### src/rtl/fml_pkg.sv
package fml_pkg;
  localparam int DW  = 32;
  localparam int OPW = 3;

  typedef logic [DW-1:0]  word_t;
  typedef logic [OPW-1:0] opc_t;

  typedef struct packed {
    opc_t  op;
    word_t a;
    word_t b;
  } key_t;

  typedef struct packed {
    key_t  key;
    word_t res;
  } entry_t;

  // side-band carried beside the pipeline
  typedef struct packed {
    logic  hit;
    word_t mres;
    key_t  key;
  } tag_t;
endpackage

### src/rtl/fml_stub_fpu.sv
module fml_stub_fpu
  import fml_pkg::*;
#(
  parameter int LAT = 4
) (
  input  logic  clk,
  input  logic  rst_n,
  input  logic  en,
  input  key_t  key,
  output logic  vld_o,
  output word_t res_o
);
  logic [LAT-1:0] vld_q;
  word_t          res_q [LAT];
  word_t          calc;

  // behavioural stand-in for the arithmetic function
  always_comb begin
    case (key.op)
      3'd0:    calc = key.a + key.b;
      3'd1:    calc = key.a - key.b;
      3'd2:    calc = key.a ^ key.b;
      3'd3:    calc = key.a & key.b;
      default: calc = key.a | key.b;
    endcase
  end

  always_ff @(posedge clk or negedge rst_n) begin
    if (!rst_n) vld_q <= '0;
    else        vld_q <= {vld_q[LAT-2:0], en};
  end

  // data stages are clock-enabled by the valid ahead of them
  always_ff @(posedge clk) begin
    if (en) res_q[0] <= calc;
    for (int i = 1; i < LAT; i++) begin
      if (vld_q[i-1]) res_q[i] <= res_q[i-1];
    end
  end

  assign vld_o = vld_q[LAT-1];
  assign res_o = res_q[LAT-1];
endmodule

### src/rtl/fml_align.sv
module fml_align
  import fml_pkg::*;
#(
  parameter int LAT = 4
) (
  input  logic clk,
  input  logic rst_n,
  input  logic vld_i,
  input  tag_t tag_i,
  output logic vld_o,
  output tag_t tag_o
);
  logic [LAT-1:0] vld_q;
  tag_t           tag_q [LAT];

  always_ff @(posedge clk or negedge rst_n) begin
    if (!rst_n) vld_q <= '0;
    else        vld_q <= {vld_q[LAT-2:0], vld_i};
  end

  always_ff @(posedge clk) begin
    if (vld_i) tag_q[0] <= tag_i;
    for (int i = 1; i < LAT; i++) begin
      if (vld_q[i-1]) tag_q[i] <= tag_q[i-1];
    end
  end

  assign vld_o = vld_q[LAT-1];
  assign tag_o = tag_q[LAT-1];
endmodule

### src/rtl/fml_memo_table.sv
module fml_memo_table
  import fml_pkg::*;
#(
  parameter int DEPTH = 4,
  parameter int IGN   = 12
) (
  input  logic  clk,
  input  logic  rst_n,
  input  logic  approx,
  input  logic  flush,
  input  key_t  look_key,
  output logic  hit,
  output word_t hit_res,
  input  logic  push,
  input  key_t  push_key,
  input  word_t push_res
);
  localparam int    PW    = (DEPTH > 1) ? $clog2(DEPTH) : 1;
  localparam word_t AMASK = {{(DW-IGN){1'b1}}, {IGN{1'b0}}};

  logic [DEPTH-1:0] vld_q, vld_d, match;
  logic [PW-1:0]    wp_q, wp_d;
  entry_t           ent_q [DEPTH];
  word_t            cmask;

  assign cmask = approx ? AMASK : '1;

  for (genvar i = 0; i < DEPTH; i++) begin : g_cmp
    assign match[i] = vld_q[i]
                   && (ent_q[i].key.op == look_key.op)
                   && (((ent_q[i].key.a ^ look_key.a) & cmask) == '0)
                   && (((ent_q[i].key.b ^ look_key.b) & cmask) == '0);
  end

  always_comb begin
    hit     = 1'b0;
    hit_res = '0;
    for (int i = DEPTH-1; i >= 0; i--) begin
      if (match[i]) begin
        hit     = 1'b1;
        hit_res = ent_q[i].res;
      end
    end
  end

  // next state: valid bits and round-robin write pointer (oldest slot)
  always_comb begin
    vld_d = vld_q;
    wp_d  = wp_q;
    if (flush) begin
      vld_d = '0;
      wp_d  = '0;
    end else if (push) begin
      vld_d[wp_q] = 1'b1;
      wp_d        = (wp_q == PW'(DEPTH-1)) ? '0 : wp_q + 1'b1;
    end
  end

  always_ff @(posedge clk or negedge rst_n) begin
    if (!rst_n) begin
      vld_q <= '0;
      wp_q  <= '0;
    end else begin
      vld_q <= vld_d;
      wp_q  <= wp_d;
    end
  end

  always_ff @(posedge clk) begin
    if (push && !flush) ent_q[wp_q] <= '{key: push_key, res: push_res};
  end

  a_r10_flush_clears: assert property (@(posedge clk) disable iff (!rst_n)
    flush |=> (vld_q == '0));
  a_r9_full_stays_full: assert property (@(posedge clk) disable iff (!rst_n)
    ((&vld_q) && push && !flush) |=> (&vld_q));
  a_r1_hit_needs_entry: assert property (@(posedge clk) disable iff (!rst_n)
    hit |-> (vld_q != '0));
endmodule

### src/rtl/fpu_memo_lane.sv
module fpu_memo_lane
  import fml_pkg::*;
#(
  parameter int LAT   = 4,
  parameter int DEPTH = 4,
  parameter int IGN   = 12
) (
  input  logic          clk,
  input  logic          rst_n,
  input  logic          iss_valid,
  input  logic [OPW-1:0] iss_op,
  input  logic [DW-1:0] iss_a,
  input  logic [DW-1:0] iss_b,
  input  logic          pipe_err,
  input  logic          cfg_we,
  input  logic          cfg_wdata,
  output logic          out_valid,
  output logic [DW-1:0] out_result,
  output logic          out_from_memo,
  output logic          fpu_clk_en,
  output logic          replay_req
);
  logic [1:0] rs_q;
  logic       rst_ni;
  logic       approx_q;
  key_t       iss_key;
  logic       lk_hit;
  word_t      lk_res;
  logic       cmp_vld;
  tag_t       cmp_tag;
  logic       pipe_vld;
  word_t      pipe_res;
  logic       push;

  // asynchronous assertion, synchronous release
  always_ff @(posedge clk or negedge rst_n) begin
    if (!rst_n) rs_q <= '0;
    else        rs_q <= {rs_q[0], 1'b1};
  end
  assign rst_ni = rs_q[1];

  always_ff @(posedge clk or negedge rst_ni) begin
    if (!rst_ni)     approx_q <= 1'b0;
    else if (cfg_we) approx_q <= cfg_wdata;
  end

  assign iss_key = '{op: iss_op, a: iss_a, b: iss_b};

  fml_memo_table #(.DEPTH(DEPTH), .IGN(IGN)) u_tab (
    .clk(clk), .rst_n(rst_ni), .approx(approx_q), .flush(cfg_we),
    .look_key(iss_key), .hit(lk_hit), .hit_res(lk_res),
    .push(push), .push_key(cmp_tag.key), .push_res(pipe_res)
  );

  assign fpu_clk_en = iss_valid & ~lk_hit;

  fml_stub_fpu #(.LAT(LAT)) u_fpu (
    .clk(clk), .rst_n(rst_ni), .en(fpu_clk_en), .key(iss_key),
    .vld_o(pipe_vld), .res_o(pipe_res)
  );

  fml_align #(.LAT(LAT)) u_aln (
    .clk(clk), .rst_n(rst_ni), .vld_i(iss_valid),
    .tag_i('{hit: lk_hit, mres: lk_res, key: iss_key}),
    .vld_o(cmp_vld), .tag_o(cmp_tag)
  );

  // completion: resolve hit decision against the error flag
  always_comb begin
    out_valid     = cmp_vld;
    out_from_memo = cmp_vld & cmp_tag.hit;
    out_result    = '0;
    if (cmp_vld) out_result = cmp_tag.hit ? cmp_tag.mres : pipe_res;
    replay_req    = cmp_vld & ~cmp_tag.hit & pipe_err;
    push          = cmp_vld & ~cmp_tag.hit & ~pipe_err;
  end

  a_r2_pipe_lines_up: assert property (@(posedge clk) disable iff (!rst_ni)
    (cmp_vld && !cmp_tag.hit) |-> pipe_vld);
  a_r3_no_compute_on_hit: assert property (@(posedge clk) disable iff (!rst_ni)
    pipe_vld |-> (cmp_vld && !cmp_tag.hit));
  a_r6_error_masked: assert property (@(posedge clk) disable iff (!rst_ni)
    out_from_memo |-> !replay_req);
  a_r11_replay_only_on_completion: assert property (@(posedge clk) disable iff (!rst_ni)
    replay_req |-> out_valid);
endmodule

### config.mk
export PLATFORM = sky130hd
export DESIGN_NAME = fpu_memo_lane
export DESIGN_NICKNAME = d
export VERILOG_FILES = /design/src/rtl/fml_pkg.sv /design/src/rtl/fml_stub_fpu.sv /design/src/rtl/fml_align.sv /design/src/rtl/fml_memo_table.sv /design/src/rtl/fpu_memo_lane.sv
export SDC_FILE = /design/constraint.sdc
export NUM_CORES = 1
export LEC_CHECK = 0
export ABC_AREA = 1
export BUFFER_PORTS_ARGS = -buffer_cell sky130_fd_sc_hd__clkbuf_2
export CAP_MARGIN = 5
export CORE_MARGIN = 3
export CORE_UTILIZATION = 65
export DETAILED_ROUTE_END_ITERATION = 6
export PLACE_DENSITY = 0.9
export SYNTH_ARGS = -nofsm -noshare
export SYNTH_HDL_FRONTEND = slang
export SYNTH_SLANG_ARGS = --single-unit
### constraint.sdc
create_clock -name clk -period 4.4 [get_ports clk]
set_input_delay 0 -clock clk [delete_from_list [all_inputs] [get_ports clk]]
set_output_delay 0 -clock clk [all_outputs]
set_load 0.03 [all_outputs]
==> run metrics <==
Finished Cell Area=between 40,000 and 50,000 µm²; vias per cell=roughly 6.4; Post-Synth Adder-Cell Area=3.33%; clk slew on worst S/H paths=roughly 0.060 ns; DRC viols=2; number of distinct library cells after synthesis=47; worst vdd ir=approximately 0.00055 V; failing checks=design-rule violations; Yosys top cell area share=between 70% and 80%; die height=about 250 µm; Critical Path Fanout Max=66; Core Region=57,900 µm²; Starting DRT DRC Count=3,667; layout net count=~3,300; Synth Cell Area=38,200 µm²; clock latency on the worst-skew pair=approximately 0.66 ns; Power Density=roughly 450 nW/µm²; site row count=88; reg2reg start=u_tab.ent_q[0][62]$_DFFE_PP_; routed wl met3=between 10,000 and 15,000 µm; PortBufs=around 110; Die ar.=between 60,000 and 70,000 µm²; Area contributors post-synth=edfxtp_1 73%, nand2_1 6.0%, ha_1 3.3%; normalized max-slew margin=between 20 and 25%; post-synthesis compound-gate area fraction=5.56%; synthesized net count=3,072; clk sinks=940; synth warn=0; Synth Area per Inst=between 10 and 15 µm²; number of synthesized register bits=940; Synth Flop Type=edfxtp_1; Tot GR Track Use=approximately two fifths; FF-to-FF setup slack=0.90 ns; H-tree lvl count=3; GRT overflow=0; Async SR Flop Fraction=between 1.5 and 2%; Period minus WS final=between 4 and 5 ns; Overall Power=around 20 mW; fillers=roughly 3,300; total wire length=~120,000 µm; FMAX=around 250 MHz; share of cells above drive strength 1=a little over a tenth; initial antenna violation count=3; Setup-failing EPs final=0; Tightest Pin Transition=1.18 ns; routed wire length per instance=a little under 30 µm; total number of vias=between 20,000 and 30,000; post-DP HPWL=75,000 µm; WS Path Type=register to primary output; Worst setup SP type=register; Routed met1 length=about 43,000 µm; endpoint class of the critical path=primary output; top-count cell post-synth=edfxtp_1; # Post-CTS Setup Buffers=0; crit path from=u_tab.ent_q[0][62]$_DFFE_PP_; die width=about 250 µm; clock buffer depth=3; First-pass DRT Iterations=7; mux share of post-synthesis cell area=0%; biggest area consumer among synthesized cells=edfxtp_1; largest net degree at the start of global routing=70; DP Area=just under 40,000 µm²; main combinational cell family by area after synthesis=simple AND/OR/NAND/NOR gates; post-route ant nets=0; Starting Density=65.9%; CTS resizes=0; DR top layer=met5; vias in the first global route=~25,000; status=finished with violations; clk root buf=clkbuf_16; Lkg Pwr=approximately 17 nW; routed wl met2=~55,000 µm; crit path capture=fpu_clk_en; RSZ-0062 raised after global routing=no; # hold bufs at CTS=75; worst path arrival time=~4.1 ns; HP Class=input port to register; number of max-cap violations=0; CTS tree=built; area delta synth->final=14.0%; CTS buffer count=89; EDFF count, synth=between 900 and 1,000; Fin. Hold Viols=0; Seq/Total Area, Yosys=approximately three quarters; XOR/XNOR Fraction of Synth Area=2.43%; Final Skew=~0.044 ns; Worst EP required=4.40 ns; Placer Congestion=1.02; Final period util=between 90% and 100%; Simple-Gate Fraction of Synth Area=11.7%; first-pass GRT wire length=168,000 µm; Ports=109; Worst Reg-to-Reg Cells=9; end of the worst register-to-register path=u_fpu.res_q[0][9]$_DFFE_PP_; Gate Count Post-Synth=between 2,000 and 3,000; Post-synth top cells=924 x edfxtp_1, 613 x nand2_1, 259 x nor2_1; Final Max Tran Viols=0
[flip-flops by register name, indices dropped and copies added, names as in the netlist]
register / flops
u_fpu.res_q: 128
approx_q: 1
u_aln.vld_q: 4
u_tab.vld_q: 4
u_tab.wp_q: 2
u_fpu.vld_q: 3
u_aln.tag_q: 400
u_tab.ent_q: 396
rs_q: 2
[layout by cell type (no fill, tap or decap), types with 4 or more instances in the layout]
master | synthesis | routed
edfxtp_1 | 924 | 924
nand2_1 | 613 | 613
nor2_1 | 259 | 250
inv_1 | 222 | 222
o21ai_0 | 140 | 140
clkbuf_2 | 4 | 107
ha_1 | 100 | 100
a21oi_1 | 92 | 92
clkbuf_16 | 0 | 90
nand3_1 | 78 | 77
nand4_1 | 76 | 76
dlygate4sd3_1 | 0 | 75
xor2_1 | 59 | 59
xnor2_1 | 47 | 47
buf_4 | 5 | 41
a22o_1 | 32 | 32
inv_2 | 23 | 23
o22ai_1 | 23 | 23
clkinv_1 | 2 | 16
a221oi_1 | 16 | 16
nor3_1 | 15 | 15
or2_2 | 15 | 15
o211ai_1 | 15 | 15
a22oi_1 | 15 | 15
clkinv_2 | 0 | 15
clkbuf_1 | 32 | 15
dfrtp_1 | 16 | 13
bufinv_16 | 0 | 9
nor2_4 | 1 | 8
nand3b_1 | 6 | 6
nor2_2 | 3 | 5
clkinvlp_4 | 0 | 5
o31ai_1 | 4 | 4
nor4_1 | 4 | 4
o21a_1 | 4 | 4
clkbuf_8 | 0 | 4
[where the power goes]
part,internal (mW),total [mW],switching [mW],leakage (nW)
clock network,4.40,7.87,3.47,1.44
logic,0.370,1.30,0.934,6.19
registers,10.3,10.6,0.262,8.97
total,15.1,19.8,4.67,16.6
[layout make-up]
class	instances	area (µm²)	share of cell area, %
flip-flops and latches	940	28200	64.7
multi-input cells	1641	8850	20.3
clock buffers	109	2360	5.43
repair buffers	226	1650	3.80
well taps	765	957	2.20
inverters	247	927	2.13
clock inverters	54	599	1.38
diodes	2	5.00	0.0115
[critical path, stage by stage, from the launching register on]
cell and delay (ns):
edfxtp_1 0.42, nand2_1 0.09, inv_1 0.05, o2111ai_1 0.61, nor2_1 0.15, nand3_2 0.10
buf_4 0.61, nand4_1 0.40, nor2_4 0.18, buf_4 0.43, clkbuf_2 0.31
[stage by stage]
step / utilization, % / std cells / setup TNS [ns] / hold slack, ns / worst slack (ns)
4_1_cts: 75.1 / 3982 / 0 / 0.142 / 0.378
6_report: 75.1 / 3984 / 0 / 0.189 / 0.320
5_1_grt: 75.1 / 3982 / 0 / 0.174 / 0.240
3_3_place_gp: 68.7 / 3744 / 0 / -0.212 / 0.572
3_5_place_dp: 68.7 / 3744 / 0 / -0.202 / 0.612
2_1_floorplan: - / 2898 / -575.98 / -0.296 / -1.45
[how the worst min path moves through the flow]
stage / slack, ns / depth (start not counted) / start / endpoint
4_1_cts: 0.14 / 2 / iss_a[0] / u_aln.tag_q[0][32]$_DFFE_PP_
3_5_place_dp: -0.20 / 1 / rst_n / rs_q[1]$_DFF_PN0_
6_report: 0.19 / 2 / iss_a[0] / u_aln.tag_q[0][32]$_DFFE_PP_
2_1_floorplan: -0.30 / 0 / rst_n / rs_q[0]$_DFF_PN0_
3_3_place_gp: -0.21 / 1 / rst_n / rs_q[0]$_DFF_PN0_
5_1_grt: 0.17 / 2 / iss_a[0] / u_aln.tag_q[0][32]$_DFFE_PP_
[cell families (layout without fill, tap and decap cells)]
family / Yosys count / count (layout)
AOI/OAI and AO/OA: 356 / 356
xor gates and xnor gates: 106 / 106
adders and majority gates: 101 / 101
buffers and inverters: 317 / 636
DFF: 940 / 940
other: 1 / 3
and+or+nand+nor: 1077 / 1077
[per-layer routing]
metal,GRT usage (%),up-vias
met5,0,-
li1,-,10800
met1,53.7,12400
met3,7.35,372
met2,61.4,2033
met4,13.5,2
Power figures use the tool's default switching activity.
